**src/rtl/maj7_pkg.sv**
```systemverilog
package maj7_pkg;
    localparam int unsigned N_VOTES  = 7;
    localparam int unsigned N_GROUP  = 4;
    localparam int unsigned N_REST   = N_VOTES - N_GROUP;
    localparam int unsigned CNT_W    = $clog2(N_GROUP + 1);
    localparam int unsigned TOT_W    = $clog2(N_VOTES + 1);
    localparam int unsigned THRESH   = (N_VOTES + 1) / 2;

    typedef struct packed {
        logic             maj;
        logic [CNT_W-1:0] cnt;
    } vote_out_t;
endpackage

```
**src/rtl/maj7_quad_counter.sv**
```systemverilog
module maj7_quad_counter
    import maj7_pkg::*;
(
    input  logic [N_GROUP-1:0] grp_i,
    output logic               w1_o,
    output logic               w2_o,
    output logic               w4_o
);
    always_comb begin
        w1_o = 1'b0;
        w2_o = 1'b0;
        w4_o = 1'b1;
        for (int i = 0; i < int'(N_GROUP); i++) begin
            w1_o = w1_o ^ grp_i[i];
            w4_o = w4_o & grp_i[i];
            for (int j = i + 1; j < int'(N_GROUP); j++) begin
                w2_o = w2_o ^ (grp_i[i] & grp_i[j]);
            end
        end
    end
endmodule

```
**src/rtl/maj7_threshold.sv**
```systemverilog
module maj7_threshold
    import maj7_pkg::*;
(
    input  logic [CNT_W-1:0]  cnt_i,
    input  logic [N_REST-1:0] rest_i,
    output logic              maj_o
);
    logic [TOT_W-1:0] rest_pop;
    logic [TOT_W-1:0] total;

    always_comb begin
        rest_pop = '0;
        for (int k = 0; k < int'(N_REST); k++) begin
            rest_pop = rest_pop + TOT_W'(rest_i[k]);
        end
        total = TOT_W'(cnt_i) + rest_pop;
        maj_o = (total >= TOT_W'(THRESH));
    end
endmodule

```
**src/rtl/maj7_vote.sv**
```systemverilog
module maj7_vote
    import maj7_pkg::*;
#(
    parameter bit REG_OUT = 1'b1
) (
    input  logic                clk,
    input  logic                rst_n,
    input  logic [N_VOTES-1:0]  votes_i,
    output logic                maj_o,
    output logic [CNT_W-1:0]    count_o
);
    logic      w1, w2, w4;
    logic      maj_c;
    vote_out_t out_d;
    vote_out_t out_q;

    maj7_quad_counter u_cnt (
        .grp_i (votes_i[N_GROUP-1:0]),
        .w1_o  (w1),
        .w2_o  (w2),
        .w4_o  (w4)
    );

    maj7_threshold u_thr (
        .cnt_i  ({w4, w2, w1}),
        .rest_i (votes_i[N_VOTES-1:N_GROUP]),
        .maj_o  (maj_c)
    );

    always_comb begin
        out_d     = '0;
        out_d.cnt = {w4, w2, w1};
        out_d.maj = maj_c;
    end

    generate
        if (REG_OUT) begin : g_reg
            always_ff @(posedge clk) begin
                if (!rst_n) begin
                    out_q <= '0;
                end else begin
                    out_q <= out_d;
                end
            end
        end else begin : g_comb
            always_comb out_q = out_d;
        end
    endgenerate

    assign maj_o   = out_q.maj;
    assign count_o = out_q.cnt;
endmodule

```
**config.mk**
```make
export PLATFORM = sky130hd
export DESIGN_NAME = maj7_vote
export DESIGN_NICKNAME = d
export VERILOG_FILES = /design/src/rtl/maj7_pkg.sv /design/src/rtl/maj7_quad_counter.sv /design/src/rtl/maj7_threshold.sv /design/src/rtl/maj7_vote.sv
export SDC_FILE = /design/constraint.sdc
export NUM_CORES = 1
export LEC_CHECK = 0
export BUFFER_PORTS_ARGS = -buffer_cell sky130_fd_sc_hd__buf_4
export CAP_MARGIN = 20
export CORE_AREA = 2 2 39 41
export DETAILED_ROUTE_END_ITERATION = 12
export DIE_AREA = 0 0 41 43
export SLEW_MARGIN = 20
export SYNTH_ARGS = -nofsm -noshare
export SYNTH_HDL_FRONTEND = slang
export SYNTH_SLANG_ARGS = --single-unit
```
**constraint.sdc**
```tcl
create_clock -name clk -period 4.67 [get_ports clk]
set_clock_uncertainty 0.15 [all_clocks]
set_input_delay 0.2335 -clock clk [delete_from_list [all_inputs] [get_ports clk]]
set_output_delay 0.2335 -clock clk [all_outputs]
set_load 0.1 [all_outputs]
```
# Yosys cells after proc, flatten, opt, wreduce, memory -nomap -nowiden
# Cells that the tools add are included.
# W data, S select, Z words.
# word_totals
out_inout_bits	4
in_bits	9
elab_cells	22
reg_bits	4
# op_classes
order_cmp	1
n_addsub	3
n_bitwise	16
# ops
op	count
$and A1 B1 Y1	8
$xor A1 B1 Y1	8
$add A3 B1 Y3	1
$add A3 B3 Y3	1
$ge A3 B3 Y1 const B	1
$add A1 B1 Y2	1

# Longest topological paths before layout
# Gate-level depths: netlist of run 1.
# logic_depth
ltp_word	8
ltp_mapped	8
mapped_depth_nobuf	8

# By module
# Synthesis of run 1 repeated with hierarchy kept, for this count alone.
# hier_totals
hier_cells	21
area_unflattened_um2	232.7
# modules_own_cells
module	instances	area_per_inst_um2	seq_area_each_um2	cells_each
maj7_vote	1	105.1	80.1	8
maj7_quad_counter	1	65.1	0.0	7
maj7_threshold	1	62.6	0.0	6

# Least setup slack after synthesis of run 1
# OpenSTA, ideal clock, no wires.
# synth_timing
path_kind	in2reg
start	in votes_i[0]
end	reg out_q (netlist bit maj_o)
required_ns	4.404
setup_time_ns	0.116
arrival_ns	1.401
n_path_buf	0
path_slack_ns	3.003
path_stages	8
cell_sequence	ha_1 -> a21oi_1 -> a21oi_1 -> o211a_1 -> ha_1 -> a21oi_1 -> and3_1 -> nor3_1
# synth_between
elab_chain_len	8
elab_cells_between_ends	15
classes_between	add/sub (1); order compare (1); bitwise (13)
# synth_rtl
item	line_no	source
start, declared	maj7_vote.sv:8	input logic [N_VOTES-1:0] votes_i,
$and A1 B1 Y1	maj7_quad_counter.sv:17	w2_o = w2_o ^ (grp_i[i] & grp_i[j]);
$xor A1 B1 Y1	maj7_quad_counter.sv:17	
$xor A1 B1 Y1 * (4 in series)	maj7_quad_counter.sv:17	
net u_cnt.w2_o	maj7_quad_counter.sv:6	output logic w2_o,
$add A3 B3 Y3 *	maj7_threshold.sv:16	total = TOT_W'(cnt_i) + rest_pop;
$ge A3 B3 Y1 *	maj7_threshold.sv:17	maj_o = (total >= TOT_W'(THRESH));
end signal, assigned	maj7_vote.sv:42	out_q <= out_d;
end, declared	maj7_vote.sv:15	vote_out_t out_q;
# The timed path passes the listed nets; every way through them passes the cells marked *.
# A chain may end at the register's enable or synchronous reset.

# Worst setup path in the final report of run 1
# Ends and elaborated chain as after synthesis.

==> run summary, run 1 <==
The overall fraction of global-route tracks in use came out at 0.0632. The post-synthesis instance area is 243 um^2. By startpoint and endpoint, the worst setup path is classified as primary input to flop. The number of diodes added for antenna fixing came out at 0. The worst hold path belongs to the class primary input to flop.

The total power divided by cell area came out at 363 nW/um^2. The maximum fanout count along the critical path is 4. The via count of the first global-routing pass came to 192. In this run the core area contains 14 standard-cell rows.

The number of non-filler instances in the completed layout came out at 57. Relative to the synthesized area, the layout overhead comes to 54.6%. Among the stages of the critical path, the cell type that occurs most often is sky130_fd_sc_hd__a21oi_1. The total clock buffers created by CTS came out at 3. The largest net degree at the start of global routing came out at 6.

The CTS root buffer is sky130_fd_sc_hd__clkbuf_4. The initial core utilization came out at 0.175. The leakage power total is 0.000178 uW. The number of flops mapped to enable cells by yosys is 0. After clock tree synthesis, the flow added hold-fix buffers numbering 0. The buffer depth of the longest clock path came out at 2. The global-route wire length before repair is 683 um.

The synthesized net count came out at 39. The die covers 1760 um^2. The worst path needs 1670 ps of the cycle, external delays included. The number of distinct library cell variants in the gate-level netlist after synthesis came out at 13.

The max-slew violation count came out at 0. The highest attainable clock frequency is 599 MHz. The net count of the finished layout is 56.

TritonCTS built the clock tree. Synthesis handed over a netlist of 26 instances. The proportion of synthesized flip-flops having asynchronous set or reset is 0.

The headroom to the max-slew limit came out at 0.816. The final-report hold violation count is 0. In this run the number of H-tree levels came out at 1. 13 I/O pins were placed. The final routed DRC violation total is 0.

Setup repair after global routing left no endpoint under its margin. The width of the chip is 41 um. The post-route clock period utilization is 0.357. The number of warnings printed during yosys synthesis is 0. The clock sink count came out at 4. The part of the Yosys area used for sequential elements came out at 0.330. The final cell utilization of the core is 0.271.

The first routing iteration left 2 violations. The final global-route overflow total came out at 0. The number of cells upsized or downsized after cts came out at 0. The count of buffers added on input and output ports is 12. The mean post-synth cell area came out at roughly 9.3 um^2.

The total detailed-routing wirelength is 459 um. The number of flip-flops and latches in the synthesized netlist came out at 4. Max-cap violations in this run came to 0. The number of antenna-violating nets in the routed design is 0. The via count came out at 232. The required time of the worst setup path is 4640 ps. The clock-pin slew on the worst setup and hold paths came out at 40 ps. The register area came out at roughly 80 um^2. The flow ran to the end, and the final reports show no timing, DRC or antenna violations.

The data arrival time at the worst-slack endpoint is between 1500 and 2000 ps. The measured slew at the worst slew-check pin is about 280 ps. Using the TritonRoute via totals, the vias-per-cell ratio works out to 4.07. For this design, the slowest cell found on the critical path is sky130_fd_sc_hd__ha_1. In the final layout, the share of cells above drive strength 1 is 0.366.

Among all flip-flop cells after synthesis, the most frequent one is sky130_fd_sc_hd__dfxtp_1. The first-pass iteration count of the detailed router came out at 2. The delay of the slowest cell on the worst path came out at 300 ps. The number of antenna violations at the first check in global routing came out at 0. The layout filler cell count came out at ~160. The largest voltage drop on the vdd net is 0.0000896 V. The total core area came out at 1380 um^2. The die is roughly 43 um tall.

In this design, the largest share of critical-path delay is due to compound AO/OA/AOI/OAI gates. The post-detailed-route wirelength per cell came out at 8.05 um. Summing all multi-input logic gate instances after layout gives 159 um^2.

Setup violations remaining at the end of the flow were counted as 0. STA classifies the critical path endpoint as a flop. The number of setup buffers added after CTS came out at 0. The summed negative setup slack over all endpoints is 0 ps. The worst hold slack is 81.3 ps. The congestion estimate from routability-driven global placement came to 0.696. STA classifies the critical path startpoint as a primary input. The number of placed instances with taps included is 54. The number of buffer and inverter stages on the critical path is 1.

The overall power after layout came out at 136 uW. The signal on the critical path passes through buf_4 -> ha_1 -> a21oi_1 -> a21oi_1 -> o211a_1 -> ha_1 -> a21oi_1 -> and3_1 -> nor3_1.
-- worst paths after layout --
kind | start | endpoint | slack (ps) | cells after the start
hold / removal | rst_n | count_o[0] | 80 | 2
setup / recovery | votes_i[0] | maj_o | 3000 | 9
-- area by class of cell --
cell class / instances / share of cell area
clock buffer: 3 / 0.0600
inverter: 1 / 0.0100
multi-input combinational: 21 / 0.423
sequential: 4 / 0.213
tap: 16 / 0.0533
timing repair buffer: 12 / 0.240
-- logic make-up (layout without fill, tap and decap cells) --
group | Yosys count | after routing | share of synthesized area
fa+ha+maj | 4 | 4 | 0.206
buf+inv | 1 | 16 | 0.0154
flops | 4 | 4 | 0.330
xor+xnor | 3 | 3 | 0.108
compound gates | 7 | 7 | 0.191
simple gates | 7 | 7 | 0.150
-- flip-flops by register name, indices dropped and copies added (netlist names) --
name and cells:
count_o 3, maj_o 1
-- layer usage --
metal	global-route usage	vias to the layer above	part of all wire
li1	-	127	-
met1	0.0641	94	0.46
met2	0.0781	11	0.41
met3	0.0157	0	0.12
met4	0.100	0	0
met5	0	-	0
-- cell usage after synthesis, types with 2 or more instances --
cell | instances | area share
sky130_fd_sc_hd__dfxtp_1 | 4 | 0.33
sky130_fd_sc_hd__nand3_1 | 2 | 0.041
sky130_fd_sc_hd__nor3_1 | 2 | 0.041
sky130_fd_sc_hd__a21oi_1 | 4 | 0.082
sky130_fd_sc_hd__xnor2_1 | 3 | 0.11
sky130_fd_sc_hd__ha_1 | 4 | 0.21
-- cell usage in the layout, fill, tap and decap left out, drive strengths merged --
master	synthesis	layout
o21ai	1	1
ha	4	4
nand3	2	2
dfxtp	4	4
nor3	2	2
and3	1	1
o211a	1	1
and2	1	1
inv	1	1
a21oi	4	4
nor2	1	1
o2111a	1	1
buf	0	12
clkbuf	0	3
xnor2	3	3
-- per-stage QoR --
stage | instance area [um^2] | setup slack [ps]
finish | 375 | 3000
global placement | 353 | 2800
CTS | 375 | 3010
detailed placement | 353 | 2770
floorplan | 243 | 3000
global route | 375 | 2900
-- power by group --
part           internal [uW]  leakage [uW]  switching, uW
Combinational           18.8      0.000131           38.0
Sequential              37.8     0.0000330          0.727
Clock                   28.6     0.0000138           12.2
Note: power is estimated with default switching activity, not from simulation.
==> run 2, diff against run 1 <==
ABC_AREA = 1   (was default)
clock period = 1.7 ns   (was 4.67 ns; I/O delays follow)
==> run summary, run 2 <==
Outcome: completed (unchanged). The number of flip-flops and latches in the synthesized netlist came out at 4 (unchanged). The global-route wire length before repair came to 986 um (was 683 um). The kind of critical path was primary input to flop (unchanged). The fraction of layout cells with a size suffix above 1 came out at 0.317 (was 0.366). The summed area of non-filler cells in the final layout came out at 468 um^2 (was 375 um^2). The met3 usage in global routing was 0.0314 (was 0.0157).

The kind of start point of the critical path is a primary input (unchanged). The number of diodes added for antenna fixing came out at 0 (unchanged). The synthesized net count is 56 (was 39).

The post-detailed-route wirelength per cell is 7.28 um (was 8.05 um). The measured slew at the worst slew-check pin came to 278 ps (was 279 ps). Highest-count cells in the layout ignoring fill and taps: sky130_fd_sc_hd__buf_4 (16), sky130_fd_sc_hd__nand2_1 (13), sky130_fd_sc_hd__inv_1 (9) (was sky130_fd_sc_hd__buf_4 (12), sky130_fd_sc_hd__a21oi_1 (4), sky130_fd_sc_hd__ha_1 (4), sky130_fd_sc_hd__dfxtp_1 (4)).

The most area-hungry cell type in the Yosys netlist is sky130_fd_sc_hd__dfxtp_1 (unchanged). In the post-synthesis netlist, the cell with the most instances is sky130_fd_sc_hd__nand2_1. The die height came out at 43 um (unchanged). The initial core utilization is 0.204 (was 0.175). The placer congestion estimate came out at 0.707 (was 0.696). The H-tree depth is 1 (unchanged). The final global-route overflow total came out at 0 (unchanged). The number of instances on the worst hold path came out at 3 (was 2). The count of boundary I/O pins is 13 (unchanged). The dominant register cell in the synthesized netlist is sky130_fd_sc_hd__dfxtp_1 (unchanged). The required time of the worst setup path came out at 1670 ps (was 4640 ps). The via count of the first global-routing pass is 261 (was 192). The largest voltage drop on the vdd net came out at 0.000186 V (was 0.0000896 V). The leakage power total is 0.000272 uW (was 0.000178 uW). The final-report hold violation count came out at 0 (unchanged). The share of the synthesized area in the top cell type came out at 0.283 (was 0.330).

The final cell utilization of the core is 0.338 (was 0.271). The buffer depth of the longest clock path is 2 (unchanged). The width of the chip came out at 41 um (unchanged). The met1 layer usage reported by global route is 0.102 (was 0.0641). The number of cell rows is 14 (unchanged). The number of antenna-violating nets in the routed design is 0 (unchanged).

The overall fraction of global-route tracks in use came out at 0.0860 (was 0.0632). Most used standard cells in the synthesized netlist: sky130_fd_sc_hd__nand2_1 (13), sky130_fd_sc_hd__inv_1 (9), sky130_fd_sc_hd__dfxtp_1 (4), sky130_fd_sc_hd__ha_1 (4), sky130_fd_sc_hd__nand3_1 (4) (was sky130_fd_sc_hd__a21oi_1 (4), sky130_fd_sc_hd__dfxtp_1 (4), sky130_fd_sc_hd__ha_1 (4), sky130_fd_sc_hd__xnor2_1 (3)). The clock period minus worst slack is 1540 ps. The placed cell area came to 415 um^2 (was 353 um^2). The layer with the highest usage after global routing is met2 (was met4). The total clock buffers created by CTS came out at 3 (unchanged). The post-route clock period utilization came out at 0.904.

The first-pass iteration count of the detailed router was 2 (unchanged). The flip-flop count of the largest register, all copies and words added came out at 3 (unchanged). The max-slew violation count is 0 (unchanged).

Timing would allow up to ~650 MHz. The final routed DRC violation total is 0 (unchanged). The headroom to the max-slew limit came out at 0.816 (about the same).

The detailed-route vias per instance is 3.77 (was 4.07). The number of failing setup endpoints in the final timing report came out at 0 (unchanged). The total of max-cap violations came out at 0 (unchanged). The worst min-delay path endpoint was count_o[2] (was count_o[0]). The most common cell after layout, fill and taps aside is sky130_fd_sc_hd__buf_4 (unchanged). The number of warnings printed during yosys synthesis is 0 (unchanged). The worst hold slack came out at 23.8 ps (was 81.3 ps). The number of placed instances with taps included came out at 74 (was 54). The count of input and output buffers came out at 12 (unchanged).

The total detailed-routing wirelength is 575 um (was 459 um). The total power divided by cell area came out at 929 nW/um^2 (was 363 nW/um^2). The net count reported at finish came to 78 (was 56).

The maximum fanout count along the critical path came out at 2 (was 4). The number of antenna violations at the first check in global routing came to 0 (unchanged). The number of cells produced by synthesis came out at 43 (was 26). The largest net degree at the start of global routing is 7 (was 6).

The clock tree from TritonCTS is yes (unchanged). The post-placement setup slack came out at -185 ps (was 2770 ps). The data arrival time at the worst-slack endpoint came out at 1510 ps (was 1640 ps). The mean post-synth cell area came out at 6.58 um^2 (was 9.34 um^2). The category of the worst setup path capture point is a flop (unchanged). The number of distinct library cell variants in the gate-level netlist after synthesis is 10 (was 13). The via count came out at 298 (was 232). The CTS root buffer was sky130_fd_sc_hd__clkbuf_4 (unchanged). The global-route track usage on met2 came out at 0.122 (was 0.0781).

Setup repair after global routing missed its margin: no (unchanged). The proportion of synthesized flip-flops having asynchronous set or reset came to 0 (unchanged). The total core area came to 1380 um^2 (unchanged).

The number of violations reported at the end of detailed-routing iteration 0 came out at 3 (was 2). Largest cells by area after synthesis: sky130_fd_sc_hd__dfxtp_1 (28%), sky130_fd_sc_hd__ha_1 (18%), sky130_fd_sc_hd__nand2_1 (17%) (was sky130_fd_sc_hd__dfxtp_1 (33%), sky130_fd_sc_hd__ha_1 (21%), sky130_fd_sc_hd__xnor2_1 (11%)). The worst min-delay path startpoint is votes_i[3] (was rst_n).

The clock-pin slew on the worst setup and hold paths came out at 40 ps (about the same). The area of the die came out at 1760 um^2 (unchanged). The post-synthesis instance area was 283 um^2 (was 243 um^2).

The number of flops mapped to enable cells by yosys is 0 (unchanged). The layout overhead on the synthesized area came to 65.5% (was 54.6%). The worst setup margin came to 163 ps (was 3000 ps). The clock sink count came to 4 (unchanged). The number of non-filler instances in the completed layout is 79 (was 57). The part of the Yosys area used for sequential elements came to 0.283 (was 0.330). The worst hold-check path type is primary input to flop (unchanged).
## run 2: cell types whose count changed after synthesis, moves of 2 or more
cell,delta
sky130_fd_sc_hd__nand3_1,+2
sky130_fd_sc_hd__a21oi_1,-3
sky130_fd_sc_hd__inv_1,+8
sky130_fd_sc_hd__nor2_1,+2
sky130_fd_sc_hd__nor3_1,-2
sky130_fd_sc_hd__nand2_1,+13
## run 2: worst max-delay path: stages
cell and delay (ps):
sky130_fd_sc_hd__buf_4 120, sky130_fd_sc_hd__ha_4 230, sky130_fd_sc_hd__xnor2_1 130, sky130_fd_sc_hd__xnor2_1 220, sky130_fd_sc_hd__ha_1 270, sky130_fd_sc_hd__nand2_1 60
sky130_fd_sc_hd__inv_1 30, sky130_fd_sc_hd__o21ai_1 120, sky130_fd_sc_hd__nand2_1 80, sky130_fd_sc_hd__o21ai_1 120, sky130_fd_sc_hd__inv_1 40
## run 2: cell type report
class	count	area, um^2
inverter	9	33.8
sequential	4	80.1
clock buffer	3	22.5
tap	16	20.0
multi-input combinational	30	181
timing repair buffer	17	130
fill	156	916
## run 2: kinds of logic (layout without fill, tap and decap cells)
family                   after synthesis  count (layout)  synth area share
adder cells (fa/ha/maj)                4               4             0.177
flip-flops                             4               4             0.283
AND/OR/NAND/NOR                       21              21             0.305
AO/OA/AOI/OAI                          3               3            0.0531
XOR/XNOR                               2               2            0.0620
buffers and inverters                  9              29             0.119
## run 2: where the power goes
group	leakage (uW)	internal, uW	switching, uW
Sequential	0.0000332	107	2.96
Combinational	0.000225	71.0	137
Clock	0.0000138	78.9	38.2
Total	0.000272	256	178
## run 2: what timing repair did
action	CTS	global route
endpoints found under the setup margin	0	1
hold endpoints to repair	3	0
hold buffers	1	0
resized for setup	0	3
setup buffers	0	1
## run 2: how the worst max path moves through the flow
stage	startpoint	endpoint	slack, ps	cells past startpoint
global route	votes_i[0]	maj_o	30	11
finish	votes_i[0]	maj_o	160	11
detailed placement	votes_i[0]	maj_o	-180	11
CTS	votes_i[0]	maj_o	60	11
floorplan	votes_i[0]	maj_o	70	10
global placement	votes_i[0]	maj_o	-150	11
## run 2: layer usage
metal	vias up	share of wire	routed length (um)
met5	-	0	0
met4	0	0	0
met3	0	0.083	48
met2	9	0.48	277
met1	117	0.43	249
li1	172	-	-
## run 2: through the flow
stage,setup TNS [ps],power (uW)
6_report,0,435
3_3_place_gp,-149,303
3_5_place_dp,-185,306
2_1_floorplan,0,251
4_1_cts,0,428
5_1_grt,0,466
==> run 3, diff against run 2 <==
GPL_TIMING_DRIVEN = 0   (was default)
==> run summary, run 3 (synthesis results as in run 2) <==
Outcome: completed (unchanged). The width of the chip is 41 um (unchanged). The number of setup buffers added after CTS came out at 0 (unchanged). The sequential group share of total power is 0.258 (was 0.252). The measured slew at the worst slew-check pin is 278 ps (about the same). The area of the die is 1760 um^2 (unchanged). The data arrival time at the worst-slack endpoint is 1480 ps (was 1510 ps).

The summed negative setup slack over all endpoints is 0 ps (unchanged). The buffer depth of the longest clock path came out at 2 (unchanged). The clock-pin slew on the worst setup and hold paths was 40 ps (about the same). The max-slew violation count was 0 (unchanged). The net switching component of the power came out at 174 uW (was 178 uW).

The count of boundary I/O pins is 13 (unchanged). The layer with the highest usage after global routing is met2 (unchanged). The global-route track usage on met2 is 0.0906 (was 0.122). The largest net degree at the start of global routing is 7 (unchanged). The via count came out at 288 (was 298). The delay of the slowest cell on the worst path came to 290 ps (was 270 ps). The headroom to the max-slew limit was 0.816 (about the same). The number of violations reported at the end of detailed-routing iteration 0 is 4 (was 3). The via count of the first global-routing pass came to 228 (was 261). The number of failing setup endpoints in the final timing report came out at 0 (unchanged). The final global-route overflow total was 0 (unchanged).

The total power divided by cell area came out at 934 nW/um^2 (was 929 nW/um^2). The kind of critical path is primary input to flop (unchanged). The detailed placement HPWL is 422 um. The fraction of power spent switching nets is 0.412 (was 0.410).

The clock network fraction of design power came out at 0.272 (was 0.270). The final-report hold violation count came out at 0 (unchanged). The clock tree from TritonCTS was yes (unchanged).

The net count reported at finish came to 74 (was 78). The global-route wire length before repair is 793 um (was 986 um). The cell-internal power came out at 249 uW (was 256 uW). The category of the worst setup path capture point is a flop (unchanged). The largest voltage drop on the vdd net is 0.000188 V (was 0.000186 V). The H-tree depth is 1 (unchanged). The most common cell after layout, fill and taps aside is sky130_fd_sc_hd__nand2_1 (was sky130_fd_sc_hd__buf_4). The worst setup margin came out at 192 ps (was 163 ps).

Setup repair after global routing missed its margin: no (unchanged). The number of antenna violations at the first check in global routing came out at 0 (unchanged). The overall power after layout came out at 423 uW (was 435 uW). The detailed-route vias per instance is 3.84 (was 3.77). The number of buffer and inverter stages on the critical path was 3 (unchanged). The overall fraction of global-route tracks in use is 0.0711 (was 0.0860). The total detailed-routing wirelength is 510 um (was 575 um). The total of max-cap violations was 0 (unchanged).

The die height came out at 43 um (unchanged). The highest attainable clock frequency is 663 MHz (was 651 MHz). The fraction of layout cells with a size suffix above 1 came out at 0.305 (was 0.317).

The number of diodes added for antenna fixing came out at 0 (unchanged). The post-detailed-route wirelength per cell is 6.80 um (was 7.28 um). The flip-flop count of the largest register, all copies and words added is 3 (unchanged).

The worst hold-check path type is primary input to flop (unchanged). The combinational cell fraction of total power is 0.470 (was 0.478). The initial core utilization is 0.204 (unchanged).

The kind of start point of the critical path was a primary input (unchanged). The count of input and output buffers is 12 (unchanged). Cells traversed along the worst timing path: buf_4 -> ha_4 -> xnor2_2 -> xnor2_2 -> ha_1 -> nand2_1 -> inv_1 -> o21ai_1 -> nand2_1 -> o21ai_0 -> inv_1 (was buf_4 -> ha_4 -> xnor2_1 -> xnor2_1 -> ha_1 -> nand2_1 -> inv_1 -> o21ai_1 -> nand2_1 -> o21ai_1 -> inv_1). The total clock buffers created by CTS was 3 (unchanged). The number of antenna-violating nets in the routed design is 0 (unchanged).

Highest-count cells in the layout ignoring fill and taps: sky130_fd_sc_hd__nand2_1 (13), sky130_fd_sc_hd__buf_4 (12), sky130_fd_sc_hd__inv_1 (9) (was sky130_fd_sc_hd__buf_4 (16), sky130_fd_sc_hd__nand2_1 (13), sky130_fd_sc_hd__inv_1 (9)). The post-route clock period utilization is 0.887 (was 0.904). The clock period minus worst slack came out at 1510 ps (was 1540 ps). The leakage power total is 0.000263 uW (was 0.000272 uW). The standard cell with the maximum stage delay on the critical path is sky130_fd_sc_hd__ha_1 (unchanged).

The layout overhead on the synthesized area was 60.2% (was 65.5%). The met1 layer usage reported by global route is 0.0767 (was 0.102). The final routed DRC violation total is 0 (unchanged). The number of cell rows is 14 (unchanged). The clock sink count is 4 (unchanged). The post-placement setup slack came to -188 ps (was -185 ps). The met3 usage in global routing is 0.0314 (unchanged). The placer congestion estimate came out at 0.745 (was 0.707). The required time of the worst setup path is 1670 ps (about the same). The CTS root buffer is sky130_fd_sc_hd__clkbuf_4 (unchanged).

The maximum fanout count along the critical path was 4 (was 2). The cell type group with the largest total delay on the critical path was adder cells (unchanged). The first-pass iteration count of the detailed router came out at 2 (unchanged). The total core area is 1380 um^2 (unchanged).
[run 3: timing repair]
| action | in CTS | in global routing |
|---|---|---|
| resized for setup | 0 | 4 |
| hold buffers | 1 | 0 |
| hold endpoints to repair | 3 | 0 |
| setup endpoints to repair | 0 | 1 |
[run 3: layout make-up]
cell class	instances	area, um^2
clock buffers	3	22.5
fillers	149	931
inverters	9	33.8
multi-input cells	30	196
flip-flops and latches	4	80.1
well taps	16	20.0
repair buffers	13	100
[run 3: worst paths after layout]
check	to	cells past startpoint	slack [ps]	from
setup / recovery	maj_o	11	190	votes_i[0]
hold / removal	count_o[2]	3	40	votes_i[3]
[run 3: power by group through the flow]
stage / Combinational [uW] / Sequential [uW] / Clock [uW]
floorplan: 51.9 / 199 / 0
global placement: 184 / 110 / 0
detailed placement: 186 / 111 / 0
CTS: 188 / 109 / 123
global route: 216 / 110 / 129
finish: 199 / 109 / 115
[run 3: metrics by stage]
stage / hold slack (ps) / std cells / util / area (um^2)
2_1_floorplan: 62.3 / 43 / - / 283
3_3_place_gp: 171 / 71 / 0.284 / 393
3_5_place_dp: 166 / 71 / 0.284 / 393
4_1_cts: 25.6 / 75 / 0.307 / 425
5_1_grt: 61.8 / 75 / 0.327 / 453
6_report: 39.7 / 75 / 0.327 / 453
[run 3: per-layer routing]
layer / vias up / routed length, um
met1: 115 / 212
met3: 0 / 53
li1: 164 / -
met4: 0 / 0
met2: 9 / 245
met5: - / 0
[run 3: worst min-delay path, stage by stage]
cell,delay (ps)
sky130_fd_sc_hd__buf_4,130
sky130_fd_sc_hd__nand3_1,90
sky130_fd_sc_hd__nor2_1,60
